<file path="src/rtl/proccall_pkg.sv">
package proccall_pkg;

    localparam int DATA_W  = 32;
    localparam int A_W     = 20;
    localparam int B_W     = 10;
    localparam int C_W     = 8;
    localparam int C_LO_W  = DATA_W - A_W - B_W;
    localparam int C_HI_W  = C_W - C_LO_W;
    localparam int SUM_W   = A_W + 1;
    localparam int RET_LSB = C_HI_W;
    localparam int PAD_LSB = C_HI_W + SUM_W;

    typedef enum logic [0:0] {
        REG_ARGS = 1'b0,
        REG_RET  = 1'b1
    } reg_sel_e;

    typedef struct packed {
        logic [A_W-1:0] a;
        logic [B_W-1:0] b;
        logic [C_W-1:0] c;
    } proc_args_t;

    typedef struct packed {
        logic              valid;
        logic              we;
        reg_sel_e          sel;
        logic [DATA_W-1:0] wdata;
    } bus_req_t;

    function automatic logic [DATA_W-1:0] pack_args(input proc_args_t p);
        return {p.a, p.b, p.c[C_LO_W-1:0]};
    endfunction

    function automatic logic [DATA_W-1:0] pack_ret(input logic [SUM_W-1:0] s,
                                                   input logic [C_W-1:0]   c);
        logic [DATA_W-1:0] w;
        w = '0;
        w[C_HI_W-1:0]     = c[C_W-1:C_LO_W];
        w[RET_LSB +: SUM_W] = s;
        return w;
    endfunction

    function automatic logic [SUM_W-1:0] add3(input proc_args_t p);
        return SUM_W'(p.a) + SUM_W'(p.b) + SUM_W'(p.c);
    endfunction

endpackage

</file>
<file path="src/rtl/pc_bus_decode.sv">
module pc_bus_decode
    import proccall_pkg::*;
(
    input  logic              cyc_i,
    input  logic              stb_i,
    input  logic              we_i,
    input  logic              adr_i,
    input  logic [DATA_W-1:0] dat_i,
    output bus_req_t          req_o,
    output logic              ack_o
);

    always_comb begin
        req_o.valid = cyc_i && stb_i;
        req_o.we    = we_i;
        req_o.sel   = reg_sel_e'(adr_i);
        req_o.wdata = dat_i;
    end

    assign ack_o = req_o.valid;

endmodule

</file>
<file path="src/rtl/pc_arg_stage.sv">
module pc_arg_stage
    import proccall_pkg::*;
(
    input  logic       clk,
    input  logic       rst,
    input  bus_req_t   req_i,
    output proc_args_t args_o,
    output logic       call_o
);

    proc_args_t args_q;
    logic       call_q;
    logic       wr_args;
    logic       wr_ret;

    assign wr_args = req_i.valid && req_i.we && (req_i.sel == REG_ARGS);
    assign wr_ret  = req_i.valid && req_i.we && (req_i.sel == REG_RET);

    always_ff @(posedge clk) begin
        if (rst) begin
            args_q <= '0;
            call_q <= 1'b0;
        end else begin
            call_q <= wr_ret;
            if (wr_args) begin
                args_q.a              <= req_i.wdata[C_LO_W+B_W +: A_W];
                args_q.b              <= req_i.wdata[C_LO_W +: B_W];
                args_q.c[C_LO_W-1:0]  <= req_i.wdata[C_LO_W-1:0];
            end
            if (wr_ret) begin
                args_q.c[C_W-1:C_LO_W] <= req_i.wdata[C_HI_W-1:0];
            end
        end
    end

    assign args_o = args_q;
    assign call_o = call_q;

    AST_CALL_ON_RET_WRITE: assert property (@(posedge clk) disable iff (rst)
        (req_i.valid && req_i.we && req_i.sel == REG_RET) |=> call_o);
    AST_NO_CALL_OTHERWISE: assert property (@(posedge clk) disable iff (rst)
        !(req_i.valid && req_i.we && req_i.sel == REG_RET) |=> !call_o);
    AST_RET_WRITE_KEEPS_A: assert property (@(posedge clk) disable iff (rst)
        (req_i.valid && req_i.we && req_i.sel == REG_RET) |=> $stable(args_o.a));

endmodule

</file>
<file path="src/rtl/pc_sum_core.sv">
module pc_sum_core
    import proccall_pkg::*;
(
    input  logic             clk,
    input  logic             rst,
    input  logic             call_i,
    input  proc_args_t       args_i,
    output logic [SUM_W-1:0] sum_o
);

    logic [SUM_W-1:0] sum_q;

    always_ff @(posedge clk) begin
        if (rst) begin
            sum_q <= '0;
        end else if (call_i) begin
            sum_q <= add3(args_i);
        end
    end

    assign sum_o = sum_q;

    AST_SUM_HOLDS: assert property (@(posedge clk) disable iff (rst)
        !call_i |=> $stable(sum_o));
    AST_SUM_FROM_OLD_ARGS: assert property (@(posedge clk) disable iff (rst)
        call_i |=> (sum_o == SUM_W'($past(args_i.a)) + SUM_W'($past(args_i.b))
                             + SUM_W'($past(args_i.c))));

endmodule

</file>
<file path="src/rtl/pc_read_port.sv">
module pc_read_port
    import proccall_pkg::*;
(
    input  logic              clk,
    input  logic              rst,
    input  logic              rd_valid_i,
    input  logic              rd_we_i,
    input  reg_sel_e          rd_sel_i,
    input  proc_args_t        args_i,
    input  logic [SUM_W-1:0]  sum_i,
    output logic [DATA_W-1:0] rdata_o,
    output logic              exit_o
);

    logic rd_hit;
    logic exit_q;

    assign rd_hit = rd_valid_i && !rd_we_i;

    always_comb begin
        rdata_o = '0;
        if (rd_hit) begin
            unique case (rd_sel_i)
                REG_ARGS: rdata_o = pack_args(args_i);
                REG_RET:  rdata_o = pack_ret(sum_i, args_i.c);
                default:  rdata_o = '0;
            endcase
        end
    end

    always_ff @(posedge clk) begin
        if (rst) begin
            exit_q <= 1'b0;
        end else begin
            exit_q <= rd_hit && (rd_sel_i == REG_RET);
        end
    end

    assign exit_o = exit_q;

    AST_EXIT_ON_RET_READ: assert property (@(posedge clk) disable iff (rst)
        (rd_hit && rd_sel_i == REG_RET) |=> exit_o);
    AST_NO_EXIT_OTHERWISE: assert property (@(posedge clk) disable iff (rst)
        !(rd_hit && rd_sel_i == REG_RET) |=> !exit_o);
    AST_RET_PAD_ZERO: assert property (@(posedge clk) disable iff (rst)
        (rd_hit && rd_sel_i == REG_RET) |-> (rdata_o[DATA_W-1:PAD_LSB] == '0));
    AST_IDLE_DATA_ZERO: assert property (@(posedge clk) disable iff (rst)
        !rd_hit |-> (rdata_o == '0));

endmodule

</file>
<file path="src/rtl/proccall_regblock.sv">
module proccall_regblock
    import proccall_pkg::*;
(
    input  logic              clk,
    input  logic              rst,
    input  logic              cyc_i,
    input  logic              stb_i,
    input  logic              we_i,
    input  logic              adr_i,
    input  logic [DATA_W-1:0] dat_i,
    output logic              ack_o,
    output logic [DATA_W-1:0] dat_o,
    output logic              call_o,
    output logic              exit_o
);

    bus_req_t         req;
    proc_args_t       args;
    logic [SUM_W-1:0] sum;

    pc_bus_decode u_decode (
        .cyc_i (cyc_i),
        .stb_i (stb_i),
        .we_i  (we_i),
        .adr_i (adr_i),
        .dat_i (dat_i),
        .req_o (req),
        .ack_o (ack_o)
    );

    pc_arg_stage u_args (
        .clk    (clk),
        .rst    (rst),
        .req_i  (req),
        .args_o (args),
        .call_o (call_o)
    );

    pc_sum_core u_sum (
        .clk    (clk),
        .rst    (rst),
        .call_i (call_o),
        .args_i (args),
        .sum_o  (sum)
    );

    pc_read_port u_read (
        .clk        (clk),
        .rst        (rst),
        .rd_valid_i (req.valid),
        .rd_we_i    (req.we),
        .rd_sel_i   (req.sel),
        .args_i     (args),
        .sum_i      (sum),
        .rdata_o    (dat_o),
        .exit_o     (exit_o)
    );

    AST_RESET_QUIET: assert property (@(posedge clk) disable iff (rst)
        $fell(rst) |-> (!call_o && !exit_o && sum == '0 && args == '0));

endmodule

</file>
<file path="config.mk">
export PLATFORM = sky130hd
export DESIGN_NAME = proccall_regblock
export DESIGN_NICKNAME = d
export VERILOG_FILES = /design/src/rtl/proccall_pkg.sv /design/src/rtl/pc_bus_decode.sv /design/src/rtl/pc_arg_stage.sv /design/src/rtl/pc_sum_core.sv /design/src/rtl/pc_read_port.sv /design/src/rtl/proccall_regblock.sv
export SDC_FILE = /design/constraint.sdc
export NUM_CORES = 1
export LEC_CHECK = 0
export CORE_MARGIN = 2
export CORE_UTILIZATION = 40
export CTS_BUF_LIST = sky130_fd_sc_hd__clkbuf_16
export DETAILED_ROUTE_END_ITERATION = 10
export DONT_BUFFER_PORTS = 1
export MAX_ROUTING_LAYER = met4
export PLACE_DENSITY_LB_ADDON = 0.08
export SETUP_SLACK_MARGIN = 0.2
export SYNTH_ARGS = -nofsm -noshare
export SYNTH_HDL_FRONTEND = slang
export SYNTH_SLANG_ARGS = --single-unit
export TNS_END_PERCENT = 10
</file>
<file path="constraint.sdc">
create_clock -name clk -period 7.2 [get_ports clk]
set_clock_uncertainty 0.2 [all_clocks]
set_input_delay 0.72 -clock clk [delete_from_list [all_inputs] [get_ports clk]]
set_output_delay 0.72 -clock clk [all_outputs]
set_load 0.05 [all_outputs]
</file>
==> results.tsv, run 1 <==
metric	value	unit
area of the multi-input gates	2111	µm²
antenna viol nets, final	0	
Worst Path Max Fanout	29	
Root Driver	clkbuf_16	
total CTS buffers	9	
post-place setup slack	3.050	ns
Critical Path AT	3.20	ns
register area share after synthesis	0.3473	
ANT cells	0	
Min Hold Slack	0.2643	ns
Pre-antenna DRT Iters	4	
Setup Crit Path Kind	primary input to output pin	
asr flop ratio synth	0	
synthesis-stage register bit count	61	
PD cells	201.9	nW/µm²
Worst-path clk slew	0.05	ns
setup slack after layout	3.076	ns
fin cells	521	
Max-Slew Margin vs Limit	0.2124	
Syn Area/Cell	8.273	µm²
# rows	34	
met3 Track Usage GR	0.04295	
Unique masters post-synth	54	
Max clock buf depth	2	
filler cell count	918	
Setup Viol. Count Final	0	
CTS tree	built	
Seq. cell area	1222	µm²
RSZ-0062 raised after global routing	false	
initial core utilization	0.4071	
die width	97.76	µm
cell area after layout	3772	µm²
Total Wirelength	9.051	mm
Worst-Margin Slew	1.181	ns
R2R Setup Slk	4.11	ns
I/O pin total	73	
post-CTS sizing	0	
clk_lat worst skew	0.32	ns
yosys warns	0	
FMAX	242.5	MHz
max cap viols	0	
die area	9556	µm²
Iter 0 DRT Violations	123	
Overall Global Routing Usage	0.1991	
Hold Fails Final Rpt	0	
Reg2Reg Depth	8	
largest net degree at the start of global routing	73	
setup TNS	0	ns
drt via density	5.491	
first-pass GRT wire length	14.48	mm
WL/cell	17.37	µm
vias in the first global route	2688	
CP Capture Type	output pin	
P&R area growth vs syn	7.295	%
gr busiest metal	met2	
DR vias	2861	
final net count	470	
Final period util	0.5728	
I/O Buffers	0	
cts hold-fix bufs	0	
post-DP HPWL	6.373	mm
GRT met1 Usage	0.2742	
crit start category	primary input	
Die Ht	97.76	µm
Max VDD drop	0.1063	mV
CTS Sinks	61	
grt ovf	0	
CP endpoint	dat_o[25]	
Hold Path Origin	rst	
Core Box Area	8636	µm²
Util after Layout	0.4368	
main flop type after synthesis	dfxtp_1	
drt drc	0	
depth of the CTS H-tree	3	
status	finished clean	
fraction of layout cells with a size suffix above 1	0.06295	
Syn Nets	484	
R2R Path End	u_sum.sum_o[13]$_SDFFE_PP0P_	
Power Total	0.7617	mW
number of synthesized flops with an enable pin	0	
CP Data Required Time	6.28	ns
Lkg Pwr	1.366	nW
placed inst area	3528	µm²
Post-CTS Repair Setup Buffers	0	
gp weighted congestion	0.8655	
initial antenna violation count	0	
met2 usage	0.2976	
reg-to-reg startpoint	u_args.args_o[9]$_SDFFE_PP0P_	
Crit. Startpoint	cyc_i	
Period minus WS final	4.124	ns
Hold Crit Class	primary input to flip-flop	
Cells after Synth	425	
synthesized area	3516	µm²
final number of max-transition violations	0	
Cells after DPL	508	
[cells in the final DEF (no fill, tap or decap), types with 2 or more instances in the layout]
cell / instances
or3_1: 4
nand2b_1: 9
or4_1: 5
nor3b_1: 2
a21o_1: 3
nor2_1: 54
clkinv_2: 3
o31ai_1: 5
ha_1: 12
nand4_1: 3
o21ai_0: 7
nand2_1: 75
dfxtp_1: 60
xnor2_1: 3
nand3_1: 6
nand3b_1: 3
a2111oi_0: 2
a311oi_1: 7
buf_4: 2
inv_1: 12
a211oi_1: 3
a21oi_1: 43
and2_1: 5
clkbuf_16: 9
a211oi_2: 2
mux2i_1: 38
fa_1: 9
[per-layer routing]
metal | part of all wire | vias up
met1 | 0.50 | 1348
li1 | - | 1441
met5 | 0 | -
met3 | 0.042 | 10
met2 | 0.45 | 62
met4 | 0.012 | 0
[kinds of logic after synthesis]
kind of cell,Yosys count,synth area share
flip-flops,61,0.3473
adder cells (fa/ha/maj),21,0.09395
XOR/XNOR,4,0.009966
buffers and inverters,39,0.05302
AND/OR/NAND/NOR,176,0.2263
AO/OA/AOI/OAI,86,0.1612
multiplexers,38,0.1082
[synth_stat cells (6+ instances only)]
cell      instances  area (µm²)
a21oi_1          43       215.2
nand2_1          75       281.5
dfxtp_1          61        1221
fa_1              9       180.2
mux2i_1          38       380.4
nor2_1           55       206.5
nand2b_1          9       56.30
nand3_1           6       30.03
clkbuf_1         16       60.06
a311oi_1          7       61.31
inv_1            12       45.04
o21ai_0           7       35.03
ha_1             12       150.1
[state kept, by name, indices dropped and copies added (netlist names)]
signal and flops:
u_read.exit_o 1, u_args.call_o 1, u_sum.sum_o 21, u_args.args_o 38
[worst min path at each step]
stage,cells after the start,slack (ns),to
after floorplan,2,0.24,u_sum.sum_o[20]$_SDFFE_PP0P_
after global routing,1,0.25,u_args.args_o[21]$_SDFFE_PP0P_
after CTS,1,0.26,u_args.args_o[25]$_SDFFE_PP0P_
final,1,0.26,u_args.args_o[25]$_SDFFE_PP0P_
after global placement,2,0.25,u_args.args_o[0]$_SDFFE_PP0P_
after detailed placement,2,0.26,u_sum.sum_o[10]$_SDFFE_PP0P_
[critical path, stage by stage]
cell	delay, ns
and2_0	0.64
nand2b_1	0.85
nor2_1	0.99
[report_power, final]
part / switching [mW] / internal, mW / leakage [nW] / total, mW
clock network: 0.149 / 0.223 / 0.124 / 0.372
registers: 0.00691 / 0.344 / 0.494 / 0.351
logic: 0.0235 / 0.0154 / 0.748 / 0.0388
[cell type report]
type,instances,share of cell area
Clock buffer,9,0.05970
Clock inverter,4,0.004975
Inverter,12,0.01194
Multi-Input combinational cell,325,0.5595
Sequential cell,61,0.3240
Tap cell,108,0.03582
Timing Repair Buffer,2,0.003980
No activity file was read; power rests on OpenSTA's default activity.
==> inputs of run 2 (changes only) <==
- ABC_AREA: not set -> 1
- clock period: 7.2 -> 3.6 ns (I/O delays scaled with it)
==> results.tsv, run 2 <==
metric	value	unit
status	finished clean	
crit path cell chain	fa_1, ha_1, fa_1, nand3_1, nand2_1, nand3_1, nand2_1, nand2_1, nand2_1, nand2_1, nand3_1, nand2_1, inv_1	
Lkg Pwr	2.244	nW
Reg2Reg Depth	13	
max reg flops	38	
yosys warns	0	
initial core utilization	0.4179	
setup TNS	0	ns
depth of the CTS H-tree	3	
largest net degree at the start of global routing	45	
leading cell type in the layout, fill and taps excluded	nand2_1	
critical path's largest stage delay	0.50	ns
initial antenna violation count	0	
Root Driver	clkbuf_16	
fraction of layout cells with a size suffix above 1	0.07538	
hold depth	3	
Cells after Synth	572	
Syn Nets	631	
die width	99.92	µm
crit-path leading delay family	adder cells	
total CTS buffers	9	
RSZ-0062 raised after global routing	false	
Synth area leader	dfxtp_1	
Post-CTS Repair Setup Buffers	0	
Core Box Area	8806	µm²
fin cells	705	
main flop type after synthesis	dfxtp_1	
placed inst area	3819	µm²
number of synthesized flops with an enable pin	0	
P&R area growth vs syn	16.80	%
Worst Path Max Fanout	4	
synthesized area	3680	µm²
final net count	651	
CP Capture Type	flip-flop	
max cap viols	0	
Unique masters post-synth	27	
final number of max-transition violations	0	
antenna viol nets, final	0	
WL/cell	14.63	µm
commonest cells in the netlist	nand2_1 (137), inv_1 (84), nor2_1 (84), o21ai_0 (71), dfxtp_1 (61)	
CTS Sinks	61	
Die Ht	99.92	µm
Cells after DPL	667	
cell area after layout	4298	µm²
critical path's slowest cell	fa_1	
Max VDD drop	0.2093	mV
Max-Slew Margin vs Limit	0.5188	
Final period util	0.7265	
Syn Area/Cell	6.433	µm²
I/O Buffers	0	
asr flop ratio synth	0	
Worst Path Buf+Inv	1	
die area	9983	µm²
Total Wirelength	10.31	mm
CP Data Required Time	3.62	ns
vias in the first global route	3397	
register area share after synthesis	0.3319	
Critical Path AT	2.64	ns
most frequent cells in the layout	nand2_1 (137), inv_1 (85), nor2_1 (84)	
post-DP HPWL	7.325	mm
PD cells	376.6	nW/µm²
Hold Fails Final Rpt	0	
drt via density	4.976	
Max clock buf depth	2	
crit start category	flip-flop	
most frequent CP cell	nand2_1	
I/O pin total	73	
Setup Viol. Count Final	0	
most instantiated library cell after synthesis	nand2_1	
cts hold-fix bufs	22	
CTS tree	built	
ANT cells	0	
Pre-antenna DRT Iters	5	
grt ovf	0	
Period minus WS final	2.615	ns
first-pass GRT wire length	17.13	mm
post-CTS sizing	0	
synthesis-stage register bit count	61	
top cells by area, synth	dfxtp_1 (33%), nand2_1 (14%), o21ai_0 (9.7%)	
Crit path depth	13	
gp weighted congestion	0.9158	
drt drc	0	
Worst-path clk slew	0.05	ns
Util after Layout	0.4881	
Overall Global Routing Usage	0.2246	
Iter 0 DRT Violations	197	
Setup Crit Path Kind	flip-flop to flip-flop	
clk_lat worst skew	0.32	ns
post-synth top area share	0.3319	
Worst-Margin Slew	0.7209	ns
FMAX	382.4	MHz
Hold Crit Class	primary input to flip-flop	
# rows	34	
DR vias	3508	
## run 2: per-layer routing
| layer | track usage | vias to the layer above | share of wire |
|---|---|---|---|
| li1 | - | 1816 | - |
| met1 | 0.3049 | 1590 | 0.50 |
| met2 | 0.3410 | 93 | 0.44 |
| met3 | 0.04666 | 9 | 0.047 |
| met4 | 0.06217 | 0 | 0.012 |
| met5 | - | - | 0 |
## run 2: cell families (layout without fill, tap and decap cells)
family	after synthesis	count (layout)	synth area share
multiplexers	1	1	0.002720
adder cells (fa/ha/maj)	21	21	0.08976
AO/OA/AOI/OAI	106	106	0.1442
buffers and inverters	111	136	0.1156
flip-flops	61	61	0.3319
XOR/XNOR	7	7	0.01666
AND/OR/NAND/NOR	265	265	0.2992
## run 2: path summary, 6_finish.rpt
| check | start | to | slack [ns] |
|---|---|---|---|
| hold reg to reg | u_sum.sum_o[20]$_SDFFE_PP0P_ | u_sum.sum_o[20]$_SDFFE_PP0P_ | 0.27 |
| setup / recovery | u_args.args_o[1]$_SDFFE_PP0P_ | u_sum.sum_o[13]$_SDFFE_PP0P_ | 0.98 |
| setup reg to reg | u_args.args_o[1]$_SDFFE_PP0P_ | u_sum.sum_o[13]$_SDFFE_PP0P_ | 0.98 |
| hold / removal | rst | u_sum.sum_o[10]$_SDFFE_PP0P_ | 0.01 |
## run 2: final cells by class
cell class / count / area [µm²]
Clock buffer: 9 / 225.2
Clock inverter: 7 / 33.78
Fill cell: 938 / 4508
Inverter: 87 / 326.6
Multi-Input combinational cell: 400 / 2053
Sequential cell: 61 / 1221
Tap cell: 108 / 135.1
Timing Repair Buffer: 33 / 302.8
## run 2: metrics by stage
stage	setup WS (ns)	hold WS, ns	power [mW]
after global placement	1.070	0.2358	0.8555
after floorplan	1.163	0.2456	0.8255
final	0.9848	0.009639	1.619
after CTS	0.9771	0.001374	1.633
after global routing	0.7761	0.01005	1.687
after detailed placement	1.010	0.2365	0.8555
## run 2: worst reg2reg max path: cells and delay by family (launching register included)
kind	cells	cell delay [ns]
AND/OR/NAND/NOR	9	0.76
buffers and inverters	1	0.04
adder cells (fa/ha/maj)	3	1.19
flip-flops	1	0.34
## run 2: power breakdown
part	switching (mW)	internal, mW	total [mW]
Combinational	0.0944	0.0544	0.149
Clock	0.301	0.454	0.755
Sequential	0.0193	0.696	0.715
Total	0.415	1.20	1.62
